--- src/rtl/rs4_pkg.sv ---
package rs4_pkg;
  localparam int SYM_W     = 10;
  localparam int NUM_SYM   = 8;
  localparam int FIELD_W   = SYM_W * NUM_SYM;
  localparam int NUM_BYTES = FIELD_W / 8;
  localparam int REG_W     = 32;
  localparam int HALF_W    = REG_W / 2;
  localparam int NUM_REG   = NUM_SYM / 2;
  localparam int SECTOR_BYTES = 512;
  localparam int OFFS_BIAS = SECTOR_BYTES + 7;
  localparam int OFFS_W    = $clog2(SECTOR_BYTES);
  localparam int DIFF_W    = SYM_W + 1;
  localparam int BIDX_W    = $clog2(NUM_BYTES);
  localparam int SIDX_W    = $clog2(NUM_SYM);

  localparam logic [REG_W-1:0] SYM_ONES = REG_W'((1 << SYM_W) - 1);
  localparam logic [REG_W-1:0] REG_KEEP = SYM_ONES | (SYM_ONES << HALF_W);
  localparam logic [NUM_REG*REG_W-1:0] REGS_KEEP = {NUM_REG{REG_KEEP}};

  localparam logic [3:0] STAT_CLEAN = 4'd0;
  localparam logic [3:0] STAT_FAIL  = 4'd1;
  localparam logic [3:0] STAT_DONE0 = 4'd2;
  localparam logic [3:0] STAT_DONE1 = 4'd3;

  typedef enum logic [2:0] {
    S_COLLECT, S_EXAM, S_LOAD, S_SYN, S_START, S_POLL, S_APPLY, S_REPORT
  } seq_state_t;
endpackage

--- src/rtl/rs4_packer.sv ---
module rs4_packer
  import rs4_pkg::*;
(
  input  logic                     clk,
  input  logic                     rst_n,
  input  logic                     start_i,
  input  logic [NUM_REG*REG_W-1:0] regs_i,
  output logic                     valid_o,
  input  logic                     ready_i,
  output logic [7:0]               data_o,
  output logic                     last_o
);
  logic [FIELD_W-1:0] field_d, field_q;
  logic [BIDX_W-1:0]  idx_q;
  logic               valid_q;
  logic               unused_bits;

  assign unused_bits = ^(regs_i & ~REGS_KEEP);

  for (genvar k = 0; k < NUM_REG; k++) begin : g_gather
    assign field_d[(2*k)*SYM_W +: SYM_W]   = regs_i[k*REG_W +: SYM_W];
    assign field_d[(2*k+1)*SYM_W +: SYM_W] = regs_i[k*REG_W+HALF_W +: SYM_W];
  end

  always_ff @(posedge clk or negedge rst_n) begin
    if (!rst_n) begin
      field_q <= '0;
      idx_q   <= '0;
      valid_q <= 1'b0;
    end else if (!valid_q) begin
      if (start_i) begin
        field_q <= field_d;
        idx_q   <= '0;
        valid_q <= 1'b1;
      end
    end else if (ready_i) begin
      field_q <= field_q >> 8;
      if (idx_q == BIDX_W'(NUM_BYTES - 1)) valid_q <= 1'b0;
      else idx_q <= idx_q + 1'b1;
    end
  end

  assign valid_o = valid_q;
  assign data_o  = field_q[7:0];
  assign last_o  = valid_q && (idx_q == BIDX_W'(NUM_BYTES - 1));
endmodule

--- src/rtl/rs4_unpacker.sv ---
module rs4_unpacker
  import rs4_pkg::*;
(
  input  logic               clk,
  input  logic               rst_n,
  input  logic               en_i,
  input  logic               clear_i,
  input  logic               valid_i,
  output logic               ready_o,
  input  logic [7:0]         data_i,
  output logic               full_o,
  output logic               erased_o,
  output logic [FIELD_W-1:0] field_o
);
  logic [FIELD_W-1:0] field_q;
  logic [BIDX_W-1:0]  cnt_q;
  logic               full_q;
  logic               all_ff_q;

  assign ready_o = en_i && !full_q;

  always_ff @(posedge clk or negedge rst_n) begin
    if (!rst_n) begin
      field_q  <= '0;
      cnt_q    <= '0;
      full_q   <= 1'b0;
      all_ff_q <= 1'b1;
    end else if (clear_i) begin
      cnt_q    <= '0;
      full_q   <= 1'b0;
      all_ff_q <= 1'b1;
    end else if (valid_i && ready_o) begin
      field_q[{cnt_q, 3'b000} +: 8] <= data_i;
      all_ff_q <= all_ff_q && (data_i == 8'hFF);
      if (cnt_q == BIDX_W'(NUM_BYTES - 1)) full_q <= 1'b1;
      else cnt_q <= cnt_q + 1'b1;
    end
  end

  assign full_o   = full_q;
  assign erased_o = all_ff_q;
  assign field_o  = field_q;
endmodule

--- src/rtl/rs4_err_pick.sv ---
module rs4_err_pick
  import rs4_pkg::*;
(
  input  logic [1:0]         idx_i,
  input  logic [2*REG_W-1:0] addr_regs_i,
  input  logic [2*REG_W-1:0] val_regs_i,
  output logic               hit_o,
  output logic [OFFS_W-1:0]  offs_o,
  output logic [7:0]         mask_o
);
  logic [REG_W-1:0]  a_reg, v_reg;
  logic [HALF_W-1:0] a_half, v_half;
  logic [SYM_W-1:0]  raw;
  logic [DIFF_W-1:0] diff;
  logic              unused_pick;

  assign a_reg  = idx_i[1] ? addr_regs_i[REG_W +: REG_W] : addr_regs_i[0 +: REG_W];
  assign v_reg  = idx_i[1] ? val_regs_i[REG_W +: REG_W]  : val_regs_i[0 +: REG_W];
  assign a_half = idx_i[0] ? a_reg[HALF_W +: HALF_W] : a_reg[0 +: HALF_W];
  assign v_half = idx_i[0] ? v_reg[HALF_W +: HALF_W] : v_reg[0 +: HALF_W];
  assign raw    = a_half[SYM_W-1:0];
  assign diff   = DIFF_W'(OFFS_BIAS) - {1'b0, raw};
  assign hit_o  = (diff < DIFF_W'(SECTOR_BYTES));
  assign offs_o = diff[OFFS_W-1:0];
  assign mask_o = v_half[7:0];
  assign unused_pick = ^{a_half[HALF_W-1:SYM_W], v_half[HALF_W-1:8], diff[DIFF_W-1:OFFS_W]};
endmodule

--- src/rtl/rs4_fix_seq.sv ---
module rs4_fix_seq
  import rs4_pkg::*;
#(
  parameter int POLL_LIMIT = 4096,
  localparam int TMR_W = $clog2(POLL_LIMIT + 1)
) (
  input  logic                     clk,
  input  logic                     rst_n,
  input  logic                     full_i,
  input  logic                     erased_i,
  input  logic [FIELD_W-1:0]       field_i,
  output logic                     collect_o,
  output logic                     clear_o,
  input  logic [NUM_REG*REG_W-1:0] syn_regs_i,
  output logic                     load_valid_o,
  output logic [SYM_W-1:0]         load_sym_o,
  output logic                     start_o,
  input  logic [3:0]               stat_i,
  input  logic [1:0]               cnt_i,
  input  logic [2*REG_W-1:0]       addr_i,
  input  logic [2*REG_W-1:0]       val_i,
  output logic [1:0]               pick_idx_o,
  output logic [2*REG_W-1:0]       addr_q_o,
  output logic [2*REG_W-1:0]       val_q_o,
  input  logic                     hit_i,
  output logic                     fix_valid_o,
  input  logic                     fix_ready_i,
  output logic                     done_o,
  output logic [2:0]               done_fixed_o,
  output logic                     done_fail_o
);
  seq_state_t         st_q;
  logic [SIDX_W-1:0]  sym_q;
  logic [TMR_W-1:0]   tmr_q;
  logic [1:0]         eidx_q;
  logic [2:0]         ecnt_q;
  logic [2:0]         fixed_q;
  logic               fail_q;
  logic [2*REG_W-1:0] addr_q, val_q;
  logic               last_err;
  logic               syn_zero;

  assign last_err = ({1'b0, eidx_q} == (ecnt_q - 3'd1));
  assign syn_zero = ((syn_regs_i & REGS_KEEP) == '0);

  always_ff @(posedge clk or negedge rst_n) begin
    if (!rst_n) begin
      st_q    <= S_COLLECT;
      sym_q   <= '0;
      tmr_q   <= '0;
      eidx_q  <= '0;
      ecnt_q  <= '0;
      fixed_q <= '0;
      fail_q  <= 1'b0;
      addr_q  <= '0;
      val_q   <= '0;
    end else begin
      case (st_q)
        S_COLLECT: if (full_i) st_q <= S_EXAM;
        S_EXAM: begin
          fixed_q <= '0;
          fail_q  <= 1'b0;
          if (erased_i) st_q <= S_REPORT;
          else begin
            sym_q <= SIDX_W'(NUM_SYM - 1);
            st_q  <= S_LOAD;
          end
        end
        S_LOAD: begin
          if (sym_q == '0) st_q <= S_SYN;
          else sym_q <= sym_q - 1'b1;
        end
        S_SYN: st_q <= syn_zero ? S_REPORT : S_START;
        S_START: begin
          tmr_q <= '0;
          st_q  <= S_POLL;
        end
        S_POLL: begin
          case (stat_i)
            STAT_CLEAN: st_q <= S_REPORT;
            STAT_FAIL: begin
              fail_q <= 1'b1;
              st_q   <= S_REPORT;
            end
            STAT_DONE0, STAT_DONE1: begin
              addr_q <= addr_i;
              val_q  <= val_i;
              ecnt_q <= 3'd1 + {1'b0, cnt_i};
              eidx_q <= '0;
              st_q   <= S_APPLY;
            end
            default: begin
              if (tmr_q == TMR_W'(POLL_LIMIT - 1)) begin
                fail_q <= 1'b1;
                st_q   <= S_REPORT;
              end else tmr_q <= tmr_q + 1'b1;
            end
          endcase
        end
        S_APPLY: begin
          if (!hit_i || fix_ready_i) begin
            if (hit_i) fixed_q <= fixed_q + 3'd1;
            if (last_err) st_q <= S_REPORT;
            else eidx_q <= eidx_q + 2'd1;
          end
        end
        S_REPORT: st_q <= S_COLLECT;
        default:  st_q <= S_COLLECT;
      endcase
    end
  end

  assign collect_o    = (st_q == S_COLLECT);
  assign clear_o      = (st_q == S_REPORT);
  assign load_valid_o = (st_q == S_LOAD);
  assign load_sym_o   = field_i[SYM_W*int'(sym_q) +: SYM_W];
  assign start_o      = (st_q == S_START);
  assign pick_idx_o   = eidx_q;
  assign addr_q_o     = addr_q;
  assign val_q_o      = val_q;
  assign fix_valid_o  = (st_q == S_APPLY) && hit_i;
  assign done_o       = (st_q == S_REPORT);
  assign done_fixed_o = done_o ? fixed_q : 3'd0;
  assign done_fail_o  = done_o && fail_q;
endmodule

--- src/rtl/rs4_ecc_fixup.sv ---
module rs4_ecc_fixup
  import rs4_pkg::*;
#(
  parameter int POLL_LIMIT = 4096
) (
  input  logic         clk,
  input  logic         rst_n,
  input  logic         pack_start_i,
  input  logic [127:0] eng_regs_i,
  output logic         pk_valid_o,
  input  logic         pk_ready_i,
  output logic [7:0]   pk_data_o,
  output logic         pk_last_o,
  input  logic         st_valid_i,
  output logic         st_ready_o,
  input  logic [7:0]   st_data_i,
  output logic         eng_load_valid_o,
  output logic [9:0]   eng_load_sym_o,
  output logic         eng_start_o,
  input  logic [3:0]   eng_state_i,
  input  logic [1:0]   eng_count_i,
  input  logic [63:0]  eng_err_addr_i,
  input  logic [63:0]  eng_err_val_i,
  output logic         fix_valid_o,
  input  logic         fix_ready_i,
  output logic [8:0]   fix_offset_o,
  output logic [7:0]   fix_mask_o,
  output logic         done_o,
  output logic [2:0]   done_fixed_o,
  output logic         done_fail_o
);
  logic               full, erased, collect, clear, hit;
  logic [FIELD_W-1:0] field;
  logic [1:0]         pick_idx;
  logic [63:0]        addr_q, val_q;

  rs4_packer i_packer (
    .clk(clk), .rst_n(rst_n), .start_i(pack_start_i), .regs_i(eng_regs_i),
    .valid_o(pk_valid_o), .ready_i(pk_ready_i), .data_o(pk_data_o), .last_o(pk_last_o)
  );

  rs4_unpacker i_unpacker (
    .clk(clk), .rst_n(rst_n), .en_i(collect), .clear_i(clear),
    .valid_i(st_valid_i), .ready_o(st_ready_o), .data_i(st_data_i),
    .full_o(full), .erased_o(erased), .field_o(field)
  );

  rs4_fix_seq #(.POLL_LIMIT(POLL_LIMIT)) i_seq (
    .clk(clk), .rst_n(rst_n), .full_i(full), .erased_i(erased), .field_i(field),
    .collect_o(collect), .clear_o(clear), .syn_regs_i(eng_regs_i),
    .load_valid_o(eng_load_valid_o), .load_sym_o(eng_load_sym_o), .start_o(eng_start_o),
    .stat_i(eng_state_i), .cnt_i(eng_count_i), .addr_i(eng_err_addr_i), .val_i(eng_err_val_i),
    .pick_idx_o(pick_idx), .addr_q_o(addr_q), .val_q_o(val_q), .hit_i(hit),
    .fix_valid_o(fix_valid_o), .fix_ready_i(fix_ready_i),
    .done_o(done_o), .done_fixed_o(done_fixed_o), .done_fail_o(done_fail_o)
  );

  rs4_err_pick i_pick (
    .idx_i(pick_idx), .addr_regs_i(addr_q), .val_regs_i(val_q),
    .hit_o(hit), .offs_o(fix_offset_o), .mask_o(fix_mask_o)
  );
endmodule

--- config.mk ---
export PLATFORM = sky130hd
export DESIGN_NAME = rs4_ecc_fixup
export DESIGN_NICKNAME = d
export VERILOG_FILES = /design/src/rtl/rs4_pkg.sv /design/src/rtl/rs4_packer.sv /design/src/rtl/rs4_unpacker.sv /design/src/rtl/rs4_err_pick.sv /design/src/rtl/rs4_fix_seq.sv /design/src/rtl/rs4_ecc_fixup.sv
export SDC_FILE = /design/constraint.sdc
export NUM_CORES = 1
export LEC_CHECK = 0
export BUFFER_PORTS_ARGS = -buffer_cell sky130_fd_sc_hd__buf_2
export CORE_MARGIN = 4
export CORE_UTILIZATION = 50
export DETAILED_ROUTE_END_ITERATION = 6
export PLACE_DENSITY = 0.76
export SLEW_MARGIN = 20
export SYNTH_ARGS = -nofsm -noshare
export SYNTH_HDL_FRONTEND = slang
export SYNTH_SLANG_ARGS = --single-unit
--- constraint.sdc ---
create_clock -name clk -period 3.22 [get_ports clk]
set_clock_uncertainty 0.15 [all_clocks]
set_input_delay 0.322 -clock clk [delete_from_list [all_inputs] [get_ports clk]]
set_output_delay 0.322 -clock clk [all_outputs]
set_load 0.02 [all_outputs]
==> summary.md <==
Counting the fill cells in the layout gives 1,738. The setup slack after layout was -79.8 ps. Clock-pin slew was measured on the worst setup and hold paths at 60 ps. The number of DRC violations after detailed routing was 0; the cell leakage power was 8.46 nW. The first-pass iteration count of the detailed router was 6; the relative area change from synthesis to final layout was 32.0%.

The buffer depth of the longest clock path came out at 3. The H-tree depth came out at 1. Entering global routing, the biggest net connects 153 pins.

Power spread over the standard cell area amounts to 764 mW/mm². The final max-slew violation count is 0, and the post-detailed-placement cell area is 0.0145 mm². The number of clock buffers added by TritonCTS is 29. The min-delay analysis places its worst path in the category primary input to flop. The number of synthesized register bits is 271, and the half-perimeter wire length after detailed placement is 22,700 µm. The final clock period utilization by the worst path was 1.02; the worst slew margin relative to its limit was 0.445.

The final reports fail on setup timing. After technology mapping, the gate count stands at 1,080. The kind of cell adding the most delay to the critical path was multiplexers. For the worst setup path, the data arrival time is 2830 ps. The wire length reported by the detailed router was 38,400 µm. The kind of end point of the critical path is a primary output. The number of nets in the synthesized netlist was 1,371; the global-route wire length before repair was 61,200 µm. The global-route usage over all layers is 0.266. Violation count after the first detailed-route iteration: 717.

The tools report the final-layout worst hold slack as 30.8 ps. The later pin in the worst-skew pair is clocked with a latency of 540 ps. The number of clock sinks was 271; the routed wirelength normalized by instance count was 21.2 µm. The dominant synthesized flop cell was dfrtp_1.

The boundary pin count came out at 322. The cell at the root of the clock tree is clkbuf_16. The logs give -79.8 ps for the total negative slack for setup checks and 10.3k for the via count. On the worst path, the slowest cell contributes a delay of 560 ps.

The final weighted congestion in routability-driven placement came out at 0.832. The element type at the critical path start is a flop. The number of buffer and inverter stages on the critical path came out at 2. The total setup violations reported at the end of the flow came out at 1. The die covers 0.0288 mm².

From bottom edge to top edge, the die measures 170 µm. The logs give 0.0173 mm² for the post-route cell area and 0.678 for the final cell utilization of the core. The share of flip-flops with an asynchronous set or reset came out at 1.00. The flow ran to the end, but the final reports show violations.

For the max-capacitance violation count, the log shows 0. For the pin with the worst max-slew slack, the measured transition is 832 ps. The critical path goes through mux4_2, inv_2, ha_4, nor2b_4, a2bb2oi_2, nor4_4, mux2_4, nor2_4, buf_6. Measured along the x axis, the die boundary spans 170 µm. The number of different library cells used by synthesis comes to 60. The slowest stage of the critical path is the mux4_2 cell.

The maximum achievable frequency is 0.303 GHz. The initial antenna violation count is 5, and the number of nets in the finished design is 1,751. Cell area after synthesis: 0.0131 mm².

A synthesized cell averages 12.1 µm². The count of standard-cell rows is 58. In this run the worst path has a maximum fanout of 4.

For the fraction of the yosys area taken by sequential cells, the log shows 0.518. The data required time at the worst endpoint was 2750 ps. The maximum ir drop on the vdd rail came out at 0.674 mV. The run gives 0 as the post-detailed-route count of antenna-violating nets. The final count of hold timing violations came out at 0.

The via density per instance is 5.70, and the number of global-route vias before repair is 11.2k. The effective utilization at floorplan was 0.514. In this run the standard cell core region covers 0.0255 mm². The number of buffer cells added on primary ports came out at 217. Count of flip-flops with a built-in enable after synthesis: 0. The share of layout cells above drive strength 1 was 0.347; the final critical delay including setup and external delays was 3300 ps. TritonCTS built the clock tree.

Setup repair after global routing could not meet its margin everywhere. The setup path with the least slack is of type flop to primary output. The warning count from the yosys run was 0. For the overflow left after global routing, the log shows 0.
-- cells by family (layout without fill, tap and decap cells) --
group,Yosys count,count (layout),share of synthesized area
simple gates,282,282,0.106
flops,271,271,0.518
mux,270,270,0.258
compound gates,134,134,0.0612
buf+inv,87,487,0.0286
xor+xnor,21,21,0.0141
fa+ha+maj,15,15,0.0143
other cells,0,4,0
-- tightest hold or removal path, stage by stage --
cell and delay [ps]:
buf_2 110, nand2_1 90, o22a_1 190
-- layer usage --
metal / part of all wire / up-vias / track usage / wire (µm)
met5: 0.00034 / - / 0 / 13
met4: 0.043 / 2 / 0.110 / 1640
met3: 0.068 / 122 / 0.0622 / 2610
met2: 0.50 / 456 / 0.448 / 19000
met1: 0.39 / 5120 / 0.332 / 15100
li1: - / 4639 / - / -
-- cells in the final DEF (no fill, tap or decap), types with 17 or more instances in the layout --
cell type      netlist  final
dlygate4sd3_1        0    166
nor2_1              38     37
mux4_2              35     36
inv_1               19     17
nand2_1            121    120
mux2i_1             78     78
dfrtp_1            270    268
buf_4                8     28
mux2_2             151    151
buf_2                8    215
nor4_1              21     21
clkbuf_16            0     29
and2_1              20     20
o21ai_0             83     83
-- cell usage after synthesis (all sizes together) (3+ instances only) --
master / n / area [µm²]
a21oi: 14 / 70.1
a22o: 13 / 114
a31oi: 5 / 31.3
and2: 21 / 131
and3: 9 / 56.3
buf: 30 / 160
clkbuf: 38 / 143
dfrtp: 270 / 6760
ha: 15 / 188
inv: 19 / 71.3
mux2: 155 / 1760
mux2i: 78 / 781
mux4: 37 / 841
nand2: 121 / 454
nand2b: 5 / 31.3
nand3: 12 / 60.1
nand4: 10 / 62.6
nor2: 46 / 193
nor2b: 6 / 37.5
nor3: 12 / 65.1
nor3b: 3 / 22.5
nor4: 23 / 165
o21ai: 85 / 440
o41ai: 3 / 26.3
or2: 3 / 18.8
or3: 3 / 18.8
xnor2: 13 / 114
xor2: 8 / 70.1
-- state kept, by name, summed over array words and instances, names as in the netlist, 2 cells and up --
name and count:
i_unpacker.cnt_q 4, i_packer.field_q 80, i_seq.fixed_q 3, i_seq.pick_idx_o 2, i_seq.tmr_q 13, i_unpacker.field_o 80
i_seq.val_q_o 32, i_seq.addr_q_o 40, i_seq.ecnt_q 3, i_packer.idx_q 4, i_seq.sym_q 3, i_seq.st_q 3
-- where the power goes --
| group | switching (mW) | internal, mW |
|---|---|---|
| Combinational | 2.54 | 2.26 |
| Sequential | 0.707 | 4.42 |
| Clock | 1.36 | 1.92 |
-- stage by stage --
step / power, mW / std cells / worst slack [ps]
6_report: 13.2 / 1814 / -79.8
5_1_grt: 13.9 / 1814 / -186
4_1_cts: 12.9 / 1798 / -126
3_5_place_dp: 9.35 / 1580 / 165
3_3_place_gp: 9.18 / 1580 / 235
2_1_floorplan: 8.06 / 1080 / 321
-- path summary, 6_finish.rpt --
path,slack (ps),cells after the start,endpoint,from
min in group asynchronous,240,2,i_packer.field_q[21],rst_n
max reg2reg,280,10,i_seq.pick_idx_o[0],i_seq.pick_idx_o[1]
max,-80,9,fix_valid_o,i_seq.pick_idx_o[1]
min reg2reg,330,2,i_packer.field_q[13],i_packer.field_q[13]
min,30,3,i_unpacker.erased_o,st_valid_i
max in group asynchronous,1770,3,i_seq.addr_q_o[37],rst_n
-- repair_timing --
| item | CTS | global route |
|---|---|---|
| endpoints found under the setup margin | 1 | 1 |
| hold buffers | 166 | 0 |
| endpoints found under the hold margin | 259 | 0 |
| pin swaps | 0 | 4 |
| buffers inserted | 1 | 12 |
| gates resized for setup | 8 | 10 |
-- final cells by class --
class / instances / area (µm²) / share of cell area
flip-flops and latches: 271 / 6790 / 0.393
multi-input cells: 722 / 5990 / 0.346
repair buffers: 417 / 3090 / 0.179
clock buffers: 43 / 828 / 0.0479
well taps: 330 / 413 / 0.0239
clock inverters: 8 / 90.1 / 0.00521
inverters: 19 / 71.3 / 0.00413
diodes: 4 / 10.0 / 0.000579
(Power assumes the default switching activity.)
